### src/rtl/alu8_pkg.sv
package alu8_pkg;

   typedef enum logic [2:0] {
      OP_ADD = 3'd0,
      OP_ADC = 3'd1,
      OP_SUB = 3'd2,
      OP_SBB = 3'd3,
      OP_CMP = 3'd4,
      OP_AND = 3'd5,
      OP_OR  = 3'd6,
      OP_XOR = 3'd7
   } alu_op_e;

   localparam int FLAG_W   = 8;
   localparam int FLAG_CY  = 0;
   localparam int FLAG_ONE = 1;
   localparam int FLAG_P   = 2;
   localparam int FLAG_AC  = 4;
   localparam int FLAG_Z   = 6;
   localparam int FLAG_S   = 7;

   localparam logic [FLAG_W-1:0] FLAGS_RESET = 8'h02;

   function automatic logic op_is_logic(alu_op_e o);
      return (o == OP_AND) || (o == OP_OR) || (o == OP_XOR);
   endfunction

   function automatic logic op_is_sub(alu_op_e o);
      return (o == OP_SUB) || (o == OP_SBB) || (o == OP_CMP);
   endfunction

endpackage

### src/rtl/alu8_operand.sv
module alu8_operand
   import alu8_pkg::*;
#(
   parameter int DATA_W = 8
) (
   input  alu_op_e            op,
   input  logic [DATA_W-1:0]  din,
   input  logic               cy_in,
   output logic [DATA_W-1:0]  b_op,
   output logic               cin,
   output logic               subtract
);

   always_comb begin
      subtract = op_is_sub(op);
      b_op     = subtract ? ~din : din;
      unique case (op)
         OP_ADC:  cin = cy_in;
         OP_SUB:  cin = 1'b1;
         OP_CMP:  cin = 1'b1;
         OP_SBB:  cin = ~cy_in;
         default: cin = 1'b0;
      endcase
   end

endmodule

### src/rtl/alu8_adder.sv
module alu8_adder #(
   parameter int DATA_W = 8,
   parameter bit RIPPLE = 1'b0
) (
   input  logic [DATA_W-1:0] a,
   input  logic [DATA_W-1:0] b,
   input  logic              cin,
   output logic [DATA_W-1:0] sum,
   output logic              cout,
   output logic              c_half
);

   localparam int HI_W = DATA_W - 4;

   if (DATA_W < 5) begin : g_width_check
      $error("alu8_adder: DATA_W must be at least 5");
   end

   if (RIPPLE) begin : g_ripple
      logic [DATA_W:0] c;
      assign c[0] = cin;
      for (genvar i = 0; i < DATA_W; i++) begin : g_bit
         assign sum[i]   = a[i] ^ b[i] ^ c[i];
         assign c[i+1]   = (a[i] & b[i]) | (c[i] & (a[i] ^ b[i]));
      end
      assign cout   = c[DATA_W];
      assign c_half = c[4];
   end else begin : g_split
      logic [4:0]    lo;
      logic [HI_W:0] hi;
      assign lo     = {1'b0, a[3:0]} + {1'b0, b[3:0]} + {4'b0000, cin};
      assign hi     = {1'b0, a[DATA_W-1:4]} + {1'b0, b[DATA_W-1:4]}
                    + {{HI_W{1'b0}}, lo[4]};
      assign sum    = {hi[HI_W-1:0], lo[3:0]};
      assign cout   = hi[HI_W];
      assign c_half = lo[4];
   end

endmodule

### src/rtl/alu8_logic.sv
module alu8_logic
   import alu8_pkg::*;
#(
   parameter int DATA_W = 8
) (
   input  alu_op_e           op,
   input  logic [DATA_W-1:0] a,
   input  logic [DATA_W-1:0] b,
   output logic [DATA_W-1:0] res,
   output logic              half
);

   always_comb begin
      half = 1'b0;
      unique case (op)
         OP_AND:  begin res = a & b; half = 1'b1; end
         OP_OR:   res = a | b;
         OP_XOR:  res = a ^ b;
         default: res = '0;
      endcase
   end

endmodule

### src/rtl/alu8_flagpack.sv
module alu8_flagpack
   import alu8_pkg::*;
#(
   parameter int DATA_W = 8
) (
   input  logic [DATA_W-1:0] res,
   input  logic              cy,
   input  logic              half,
   output logic [FLAG_W-1:0] flags
);

   always_comb begin
      flags           = '0;
      flags[FLAG_S]   = res[DATA_W-1];
      flags[FLAG_Z]   = (res == '0);
      flags[FLAG_AC]  = half;
      flags[FLAG_P]   = ~^res;
      flags[FLAG_ONE] = 1'b1;
      flags[FLAG_CY]  = cy;
   end

endmodule

### src/rtl/alu8_acc_unit.sv
module alu8_acc_unit
   import alu8_pkg::*;
#(
   parameter int DATA_W     = 8,
   parameter bit RIPPLE_ADD = 1'b0
) (
   input  logic              clk,
   input  logic              rst,
   input  logic              en,
   input  logic [2:0]        op,
   input  logic [DATA_W-1:0] din,
   output logic [DATA_W-1:0] acc_q,
   output logic [FLAG_W-1:0] flags_q
);

   if (DATA_W < 5) begin : g_width_check
      $error("alu8_acc_unit: DATA_W must be at least 5");
   end

   alu_op_e           op_e;
   logic [DATA_W-1:0] b_op;
   logic              cin;
   logic              subtract;
   logic [DATA_W-1:0] sum;
   logic              cout;
   logic              c_half;
   logic [DATA_W-1:0] log_res;
   logic              log_half;
   logic [DATA_W-1:0] result;
   logic              cy_nxt;
   logic              half_nxt;
   logic [FLAG_W-1:0] flags_nxt;

   assign op_e = alu_op_e'(op);

   alu8_operand #(.DATA_W(DATA_W)) i_operand (
      .op       (op_e),
      .din      (din),
      .cy_in    (flags_q[FLAG_CY]),
      .b_op     (b_op),
      .cin      (cin),
      .subtract (subtract)
   );

   alu8_adder #(.DATA_W(DATA_W), .RIPPLE(RIPPLE_ADD)) i_adder (
      .a      (acc_q),
      .b      (b_op),
      .cin    (cin),
      .sum    (sum),
      .cout   (cout),
      .c_half (c_half)
   );

   alu8_logic #(.DATA_W(DATA_W)) i_logic (
      .op   (op_e),
      .a    (acc_q),
      .b    (din),
      .res  (log_res),
      .half (log_half)
   );

   always_comb begin
      if (op_is_logic(op_e)) begin
         result   = log_res;
         cy_nxt   = 1'b0;
         half_nxt = log_half;
      end else begin
         result   = sum;
         cy_nxt   = subtract ? ~cout : cout;
         half_nxt = c_half;
      end
   end

   alu8_flagpack #(.DATA_W(DATA_W)) i_flagpack (
      .res   (result),
      .cy    (cy_nxt),
      .half  (half_nxt),
      .flags (flags_nxt)
   );

   always_ff @(posedge clk) begin
      if (rst) begin
         acc_q   <= '0;
         flags_q <= FLAGS_RESET;
      end else if (en) begin
         flags_q <= flags_nxt;
         if (op_e != OP_CMP) acc_q <= result;
      end
   end

   AST_IDLE_HOLD: assert property (@(posedge clk) disable iff (rst)
      !en |=> $stable(acc_q) && $stable(flags_q));

   AST_ZERO_TRACKS_ACC: assert property (@(posedge clk) disable iff (rst)
      en && op_e != OP_CMP |=> flags_q[FLAG_Z] == (acc_q == '0));

   AST_SIGN_TRACKS_ACC: assert property (@(posedge clk) disable iff (rst)
      en && op_e != OP_CMP |=> flags_q[FLAG_S] == acc_q[DATA_W-1]);

   AST_PARITY_TRACKS_ACC: assert property (@(posedge clk) disable iff (rst)
      en && op_e != OP_CMP |=> flags_q[FLAG_P] == ~^acc_q);

   AST_CMP_KEEPS_ACC: assert property (@(posedge clk) disable iff (rst)
      en && op_e == OP_CMP |=> acc_q == $past(acc_q));

   AST_CMP_EQUAL: assert property (@(posedge clk) disable iff (rst)
      en && op_e == OP_CMP && din == acc_q |=> flags_q[FLAG_Z] && !flags_q[FLAG_CY]);

   AST_LOGIC_NO_CARRY: assert property (@(posedge clk) disable iff (rst)
      en && op_is_logic(op_e) |=> !flags_q[FLAG_CY]);

   AST_AND_HALF: assert property (@(posedge clk) disable iff (rst)
      en && op_e == OP_AND |=> flags_q[FLAG_AC]);

   AST_LAYOUT_BITS: assert property (@(posedge clk) disable iff (rst)
      en |=> flags_q[FLAG_ONE] && !flags_q[3] && !flags_q[5]);

endmodule

### config.mk
export PLATFORM = sky130hd
export DESIGN_NAME = alu8_acc_unit
export DESIGN_NICKNAME = d
export VERILOG_FILES = /design/src/rtl/alu8_pkg.sv /design/src/rtl/alu8_operand.sv /design/src/rtl/alu8_adder.sv /design/src/rtl/alu8_logic.sv /design/src/rtl/alu8_flagpack.sv /design/src/rtl/alu8_acc_unit.sv
export SDC_FILE = /design/constraint.sdc
export NUM_CORES = 1
export LEC_CHECK = 0
export BUFFER_PORTS_ARGS = -buffer_cell sky130_fd_sc_hd__buf_2
export CELL_PAD_IN_SITES_DETAIL_PLACEMENT = 0
export CELL_PAD_IN_SITES_GLOBAL_PLACEMENT = 1
export CORE_ASPECT_RATIO = 1.75
export CORE_MARGIN = 3
export CORE_UTILIZATION = 40
export DETAILED_ROUTE_END_ITERATION = 8
export HOLD_SLACK_MARGIN = 0.12
export PLACE_DENSITY_LB_ADDON = 0.1
export SYNTH_ARGS = -nofsm -noshare
export SYNTH_HDL_FRONTEND = slang
export SYNTH_HIERARCHICAL = 1
export SYNTH_SLANG_ARGS = --single-unit
### constraint.sdc
create_clock -name clk -period 4.57 [get_ports clk]
set_input_delay 0.914 -clock clk [delete_from_list [all_inputs] [get_ports clk]]
set_output_delay 0.914 -clock clk [all_outputs]
set_load 0.005 [all_outputs]
# Word-level counts from Yosys, hierarchy flattened
# Index checks and enable logic that the tools add are counted.
# classes
reduce_logical,8
n_mux,8
n_addsub,4
eq_ne,8
bitwise,6
# op_table
cell,count
8-bit one-hot mux with 3 select lines,1
8-bit two-way mux,2
"3-bit equality test, second input constant",4
4-bit by 4-bit adder with 5-bit output,2
5-bit by 1-bit adder with 5-bit output,2
8-bit AND,1
8-bit logical NOT,1
8-bit inverter,1
8-bit OR,1
8-bit XNOR reduction,1
8-bit XOR,1
"3-bit by 2-bit equality test with 1-bit output, second input constant",2
1-bit logical OR,4
1-bit two-way mux,4
"3-bit by 1-bit equality test with 1-bit output, second input constant",1
"3-bit != test, second input constant",1
1-bit one-hot mux with 3 select lines,1
1-bit inverter,2
2-bit AND reduction,1
2-bit OR reduction,1
# totals
inputBits,14
reg_bits,13
elab_cells,36
output_inout_bits,16

# Longest topological paths before layout
# Gate-level depths: netlist (run 1).
# logic_depth
ltp_word,10
ltp_mapped,20

# Cells and area by module
# Netlist (run 1), hierarchy kept.
# by_module_without_submodules
module,seq_area_each_um2,cells_per_inst,instances,area_per_inst_um2
alu8_acc_unit,320.3,92,1,967.2
alu8_logic,0.0,57,1,466.7
alu8_adder,0.0,33,1,287.8
alu8_flagpack,0.0,24,1,167.7
alu8_operand,0.0,17,1,140.1

# Worst setup path before layout (run 1)
# No wires, ideal clock.
# synth_timing
kind,input to register
start,in op[2]
end,reg flags_q[2]
setup_ns,0.127
path_slack_ns,0.170
required_ns,4.443
cell_stages,20
arrival_ns,4.273
n_path_buf,0
path_cell_list,nor3b_2 -> a21oi_4 -> xnor2_1 -> inv_1 -> fa_1 -> inv_1 -> fa_1 -> a21o_2 -> a21o_1 -> fa_1 -> inv_1 -> fa_1 -> inv_1 -> mux2_2 -> inv_1 -> ha_1 -> xnor2_1 -> xnor2_1 -> mux2i_1 -> nor2_1
# synth_between
elab_chain_cells,9
# synth_rtl
item,line,source
from (decl),alu8_acc_unit.sv:10,"input logic [2:0] op,"
3-bit by 2-bit equality test with 1-bit output,alu8_pkg.sv:29,return (o == OP_SUB) || (o == OP_SBB) || (o == OP_CMP);
1-bit logical OR,alu8_pkg.sv:29,
1-bit logical OR *,alu8_pkg.sv:29,
8-bit two-way mux *,alu8_operand.sv:16,b_op = subtract ? ~din : din;
named net b_op[0],alu8_acc_unit.sv:21,logic [DATA_W-1:0] b_op;
4-bit by 4-bit adder with 5-bit output *,alu8_adder.sv:31,"assign lo = {1'b0, a[3:0]} + {1'b0, b[3:0]} + {4'b0000, cin};"
5-bit by 1-bit adder with 5-bit output *,alu8_adder.sv:31,
named net c_half,alu8_acc_unit.sv:26,logic c_half;
5-bit by 1-bit adder with 5-bit output *,alu8_adder.sv:33,"+ {{HI_W{1'b0}}, lo[4]};"
named net sum[5],alu8_acc_unit.sv:24,logic [DATA_W-1:0] sum;
8-bit two-way mux *,alu8_acc_unit.sv:63,if (op_is_logic(op_e)) begin
named net result[5],alu8_acc_unit.sv:29,logic [DATA_W-1:0] result;
8-bit XNOR reduction *,alu8_flagpack.sv:17,flags[FLAG_P] = ~^res;
named net flags_nxt[2],alu8_acc_unit.sv:32,logic [FLAG_W-1:0] flags_nxt;
to (signal assigned),alu8_acc_unit.sv:86,flags_q <= flags_nxt;
to (decl),alu8_acc_unit.sv:13,output logic [FLAG_W-1:0] flags_q
# The timed path passes the listed nets; every way through them passes the cells marked *.
# A chain may end at the register's enable or synchronous reset.

# Worst setup path after layout (run 1)
# layout_timing
start,in op[1]
end,reg flags_q[2]
# layout_lines
item,line,source
3-bit equality test or 3-bit by 2-bit equality test with 1-bit output (tied branches),alu8_operand.sv:17,unique case (op)
2-bit OR reduction (no line),-,
1-bit one-hot mux with 3 select lines *,alu8_operand.sv:17,
named net cin,alu8_acc_unit.sv:22,logic cin;
5-bit by 1-bit adder with 5-bit output *,alu8_adder.sv:31,
named net c_half,alu8_acc_unit.sv:26,
5-bit by 1-bit adder with 5-bit output *,alu8_adder.sv:33,
named net sum[5],alu8_acc_unit.sv:24,
8-bit two-way mux *,alu8_acc_unit.sv:63,
named net result[5],alu8_acc_unit.sv:29,
8-bit XNOR reduction *,alu8_flagpack.sv:17,
named net flags_nxt[2],alu8_acc_unit.sv:32,
# Marks and branches as above.

==> results of run 1 <==
flip-flops by register name, summed over array words and instances (netlist names):
register,flops
acc_q,8
flags_q,8
area by class of cell:
class	count	area (um2)
fill	487	2480
tap	52	65.1
inverter	45	169
timing repair buffer	41	235
multi-input combinational	149	1460
clock buffer	4	55.1
sequential	16	320
worst max-delay path: stages:
cell     delay [ps]
buf_2           120
and3b_2         210
a21oi_2         110
o22ai_1          80
inv_1            70
fa_1            180
inv_1            60
fa_1            370
a21o_2          220
a21o_1          190
fa_1            380
inv_1            90
fa_1            410
inv_1            80
mux2_2          150
inv_1            40
ha_1            300
xnor2_2         140
xnor2_1         120
mux2i_1         130
nor2_1           50
through the flow:
step                      instances  power [uW]
after floorplan                 224         440
after global placement          303         532
after detailed placement        303         535
after CTS                       307         673
after global routing            307         735
final                           307         675
report_power, final:
part | internal (uW) | leakage, uW | switching (uW)
Combinational | 190 | 0.000964 | 179
Sequential | 155 | 0.000132 | 17.9
Clock | 76.7 | 0.0000288 | 57.7
layout by cell type (no fill, tap or decap), types with 3 or more instances in the layout:
cell type   n
a2111oi_2   8
a21oi_1     3
buf_2      29
buf_4      12
clkbuf_8    4
conb_1      3
dfxtp_1    16
fa_1        4
ha_1       26
inv_1      45
mux2_2      9
mux2i_1    15
nor2_1      8
nor3b_1     8
nor4b_1     8
o21ai_0     3
o21bai_1    8
o32ai_1     6
xnor2_1    12
xor2_1      3
final timing paths:
check | start | end | slack [ps] | cells past startpoint
worst min register to register | flags_q[6] | flags_q[6] | 490 | 2
worst max-delay path | op[1] | flags_q[2] | 290 | 21
worst min-delay path | flags_q[6] | flags_q[6] | 490 | 2
worst max register to register | flags_q[0] | flags_q[2] | 710 | 20
routing by layer:
layer | track usage [%] | share of wire, % | vias to the layer above
met2 | 30.3 | 53 | 31
li1 | - | - | 814
met5 | 0 | 0 | -
met3 | 2.06 | 2.9 | 7
met1 | 20.5 | 43 | 737
met4 | 5.80 | 1.8 | 0
repair_timing:
item | 4_1_cts | 5_1_grt
endpoints found under the setup margin | 0 | 1
hold buffers | 0 | 0
resized for setup | 0 | 3
hold endpoints to repair | 0 | 0
cells by family (layout without fill, tap and decap cells):
| kind of cell | count (synthesis) | in the layout | share of synthesized area [%] |
|---|---|---|---|
| other cells | 2 | 3 | 0.370 |
| simple gates | 36 | 36 | 12.6 |
| flops | 16 | 16 | 15.8 |
| mux | 24 | 24 | 12.4 |
| fa+ha+maj | 30 | 30 | 20.0 |
| xor+xnor | 17 | 17 | 7.34 |
| buf+inv | 59 | 90 | 13.3 |
| compound gates | 39 | 39 | 18.2 |
==> flow_summary_export.csv, run 1 <==
group,metric,value,unit
run_status,outcome,"finished clean",
cells_and_area,final_util,48.1,%
pwr,leakagePower,0.00113,uW
place,dp_hpwl,3700,um
synth,synthMostInstantiatedCell,"inv_1",
clock_network,clockBufferDepth,2,
clock_network,post-cts-setup-buffers,0,
place,placed_cell_area,0.00223,mm2
worst_setup_path,path_max_fanout,4,
floorplanning,core_area,0.00479,mm2
route,first_iter_violations,43,
synth,syn_area_per_cell,9.10,um2
synth,yosys.area.top_type,"ha_1",
grt,track_usage,17.1,%
cells_and_area,syn2layout_area_growth,13.6,%
route,dr_total_vias,1589,
worst_setup_path,end_kind,"register",
synth,synth_area_leaders,"ha_1 (16%), dfxtp_1 (16%), inv_1 (8.3%)",
route,dr.pass1.iters,4,
route,antenna_left,0,
synth,synthFlopType,"dfxtp_1",
grt,grt_max_degree,27,
place,port_buffers,29,
flow_run,drv_cap,0,
pwr,ir_drop,0.290,mV
cells_and_area,diodes,0,
floorplanning,ios,30,
route,drc,0,
route,via_per_inst,5.18,
synth,synthDistinctLibCells,40,
place,place_ws,-38.5,ps
min_path,hold_class,"reg2reg",
timing,final_hold_viol_count,0,
synth,async_flop_share,0,%
worst_setup_path,crit_type,"in2reg",
timing,fin_setup_tns,0,ps
clock_network,insertion_delay,260,ps
timing,setup_ws,290,ps
timing,tightest_slew,564,ps
synth,synth_edf_count,0,
grt,gr-total-overflow,0,
clock_network,clock-root-buffer,"clkbuf_8",
grt,antenna_found_initial,0,
pwr,pwr_density_cell,293,mW/mm2
timing,whs,494,ps
timing,maxSlewViolCount,0,
synth,synthCells,223,
cells_and_area,stdcell_area,0.00231,mm2
clock_network,cts_sinks,16,
route,drt-total-wl,4800,um
timing,setup_violations,0,
floorplanning,die_y,100,um
floorplanning,fp.dieW,59.8,um
timing,period_share,93.6,%
clock_network,cts_tree,"done",
floorplanning,start_util,42.4,%
route,wl_per_cell,15.6,um
grt,grt_pass1_wl,7730,um
floorplanning,fp.dieArea,0.00600,mm2
timing,layout_min_cycle_time,4280,ps
synth,ys_seq_area_share,15.8,%
synth,ys_ff_latch,16,
timing,max_freq,0.234,GHz
timing,grt_setup_unrepaired,"no",
synth,synth_top_area_share,16.0,%
synth,synth.cell_area,0.00203,mm2
clock_network,clk_pin_slew_worst_paths,70,ps
worst_setup_path,critPathRequiredTime,4710,ps
cells_and_area,nets,300,
clock_network,cts_made_buffers,3,
clock_network,htreeDepth,1,
worst_setup_path,cp-start-kind,"primary input",
worst_setup_path,cp.arrival,4420,ps
place,place.gp.congestion,0.749,
timing,skew,3.45,ps
timing,max-slew-margin-rel,62.4,%
cells_and_area,drive_above_1_share,29.4,%
floorplanning,rows,33,
grt,grt_pass1_vias,1546,
synth,ys_warn_count,6,
synth,synth_common_cells,"inv_1 (45), ha_1 (26), dfxtp_1 (16)",
No activity file was read; power rests on OpenSTA's default activity.
==> run 2: changes to the inputs <==
--- a/config.mk
+++ b/config.mk
@@ -5,13 +5,13 @@
 export SDC_FILE = /design/constraint.sdc
 export NUM_CORES = 1
 export LEC_CHECK = 0
-export BUFFER_PORTS_ARGS = -buffer_cell sky130_fd_sc_hd__buf_2
 export CELL_PAD_IN_SITES_DETAIL_PLACEMENT = 0
 export CELL_PAD_IN_SITES_GLOBAL_PLACEMENT = 1
 export CORE_ASPECT_RATIO = 1.75
 export CORE_MARGIN = 3
-export CORE_UTILIZATION = 40
+export CORE_UTILIZATION = 45
 export DETAILED_ROUTE_END_ITERATION = 8
+export DONT_BUFFER_PORTS = 1
 export HOLD_SLACK_MARGIN = 0.12
 export PLACE_DENSITY_LB_ADDON = 0.1
 export SYNTH_ARGS = -nofsm -noshare
==> run 2 against run 1 <==
Sequential share of layout area rose by 1.7 points. Clock power about the same. Die area down 10%. Non-clock buffer count fell by 40. Flip-flop and latch count stayed put. Largest power group unchanged.
==> flow_summary_export.csv, run 2 (synthesized netlist as in run 1, its figures left out) <==
group,metric,value,unit
run_status,outcome,"finished clean",
min_path,hold_class,"reg2reg",
worst_setup_path,rr_worst_depth,20,
grt,grt_max_degree,28,
grt,grt_use_met1,21.4,%
floorplanning,ios,30,
worst_setup_path,critPathRequiredTime,4720,ps
timing,final_hold_viol_count,0,
timing,fin_setup_tns,0,ps
timing,layout_min_cycle_time,4220,ps
pwr,p_int,384,uW
grt,antenna_found_initial,0,
timing,period_share,92.4,%
timing,max_freq,0.237,GHz
route,dr_total_vias,1495,
pwr,pwr-share-comb,48.6,%
worst_setup_path,r2r_slack,640,ps
grt,gr-total-overflow,0,
cells_and_area,final_util,48.6,%
clock_network,cts_sinks,16,
place,dp.cells,260,
floorplanning,rows,31,
route,dr.pass1.iters,4,
route,antenna_left,0,
timing,setup_violations,0,
floorplanning,fp.dieW,56.8,um
clock_network,cts_tree,"done",
worst_setup_path,crit_top_cell,"inv_1",
cells_and_area,syn2layout_area_growth,1.29,%
place,port_buffers,0,
cells_and_area,nets,260,
clock_network,cts_made_buffers,3,
flow_run,drv_cap,0,
worst_setup_path,crit_type,"in2reg",
pwr,power.switching,223,uW
route,wl_per_cell,17.6,um
timing,grt_setup_unrepaired,"no",
pwr,leakagePower,0.000930,uW
floorplanning,start_util,48.0,%
grt,busiest_layer,"met2",
cells_and_area,drive_above_1_share,14.9,%
floorplanning,core_area,0.00423,mm2
floorplanning,die_y,94.8,um
worst_setup_path,cp.arrival,4380,ps
clock_network,clk_pin_slew_worst_paths,70,ps
worst_setup_path,cp-endpoint,"flags_q[2]",
clock_network,clockBufferDepth,2,
grt,grt_util_met3,3.01,%
route,drc,0,
worst_setup_path,critPathMaxStageDelay,400,ps
place,dp_hpwl,3430,um
cells_and_area,diodes,0,
min_path,hp-start,"flags_q[6]",
pwr,clkPwrFrac,22.1,%
cells_and_area,stdcell_count,264,
route,drt-total-wl,4650,um
worst_setup_path,end_kind,"register",
worst_setup_path,slowest_stage,"fa_1",
cells_and_area,final_common_cell,"inv_1",
grt,grt_pass1_wl,7780,um
pwr,pwr_density_cell,295,mW/mm2
grt,grt_pass1_vias,1581,
worst_setup_path,r2r_end,"flags_q[2]",
pwr,swShare,36.7,%
worst_setup_path,path_cells,"nor3b_2, a21oi_4, xnor2_1, inv_1, fa_1, inv_1, fa_1, a21o_2, a21o_1, fa_1, inv_1, fa_1, inv_1, mux2_2, inv_1, ha_1, xnor2_1, xnor2_1, mux2i_1, nor2_1",
worst_setup_path,reg2reg_from,"flags_q[0]",
clock_network,post-cts-setup-buffers,0,
clock_network,htreeDepth,1,
clock_network,hold_buffers,0,
grt,track_usage,18.5,%
grt,met2_usage,32.7,%
timing,maxSlewViolCount,0,
clock_network,clock-root-buffer,"clkbuf_8",
cells_and_area,reg.largest.list,"acc_q x8, flags_q x8",
clock_network,insertion_delay,260,ps
cells_and_area,mostFrequentLayoutCells,"inv_1 (45), ha_1 (26), dfxtp_1 (16)",
worst_setup_path,crit_start,"op[0]",
route,first_iter_violations,25,
pwr,ir_drop,0.316,mV
route,via_per_inst,5.66,
timing,skew,4.95,ps
pwr,seqPwrFrac,29.3,%
floorplanning,fp.dieArea,0.00538,mm2
worst_setup_path,path_max_fanout,19,
place,place.gp.congestion,0.822,
worst_setup_path,cp-start-kind,"primary input",
clock_network,postCtsResizedCells,0,
-- run 2: cell count changes in the layout (fill, tap and decap cells not counted) --
cell	delta
xnor2_1	+2
buf_4	-11
xnor2_2	-2
buf_2	-29
a21oi_1	+1
a21oi_2	-1
-- run 2: how the worst min path moves through the flow --
stage,endpoint,cells after the start,slack (ps)
6_report,flags_q[6],2,530
5_1_grt,flags_q[4],2,570
4_1_cts,flags_q[6],2,540
3_5_place_dp,flags_q[6],2,520
3_3_place_gp,flags_q[2],2,510
2_1_floorplan,flags_q[2],2,490
-- run 2: power by group through the flow --
stage               clock [uW]  sequential [uW]  combinational, uW
detailed placement           0              182                293
global placement             0              181                287
floorplan                    0              174                266
CTS                        139              179                298
global route               144              181                338
finish                     134              177                295
-- run 2: layer usage --
layer | up-vias | wire [um]
met5 | - | 0
met3 | 13 | 188
met4 | 0 | 154
li1 | 735 | -
met2 | 35 | 2420
met1 | 712 | 1880
-- run 2: cell type report --
type / count / area, um2
timing repair buffer: 1 / 7.51
clock buffer: 4 / 55.1
inverter: 45 / 169
multi-input combinational: 149 / 1440
tap: 49 / 61.3
fill: 429 / 2170
sequential: 16 / 320
-- run 2: per-stage QoR --
| step | hold slack, ps | power, uW | setup WS [ps] | instance area, um2 |
|---|---|---|---|---|
| 2_1_floorplan | 485 | 440 | 170 | 2030 |
| 3_3_place_gp | 512 | 468 | 149 | 2000 |
| 3_5_place_dp | 523 | 475 | 59.2 | 2000 |
| 4_1_cts | 539 | 615 | 333 | 2060 |
| 5_1_grt | 575 | 662 | 52.9 | 2060 |
| 6_report | 531 | 606 | 347 | 2060 |
-- run 2: worst max-delay path, delay by kind of cell --
kind	cells	cell delay, ps
buffers and inverters	5	350
multiplexers	2	290
AND/OR/NAND/NOR	2	270
adder cells (fa/ha/maj)	5	1650
XOR/XNOR	3	430
AO/OA/AOI/OAI	3	470
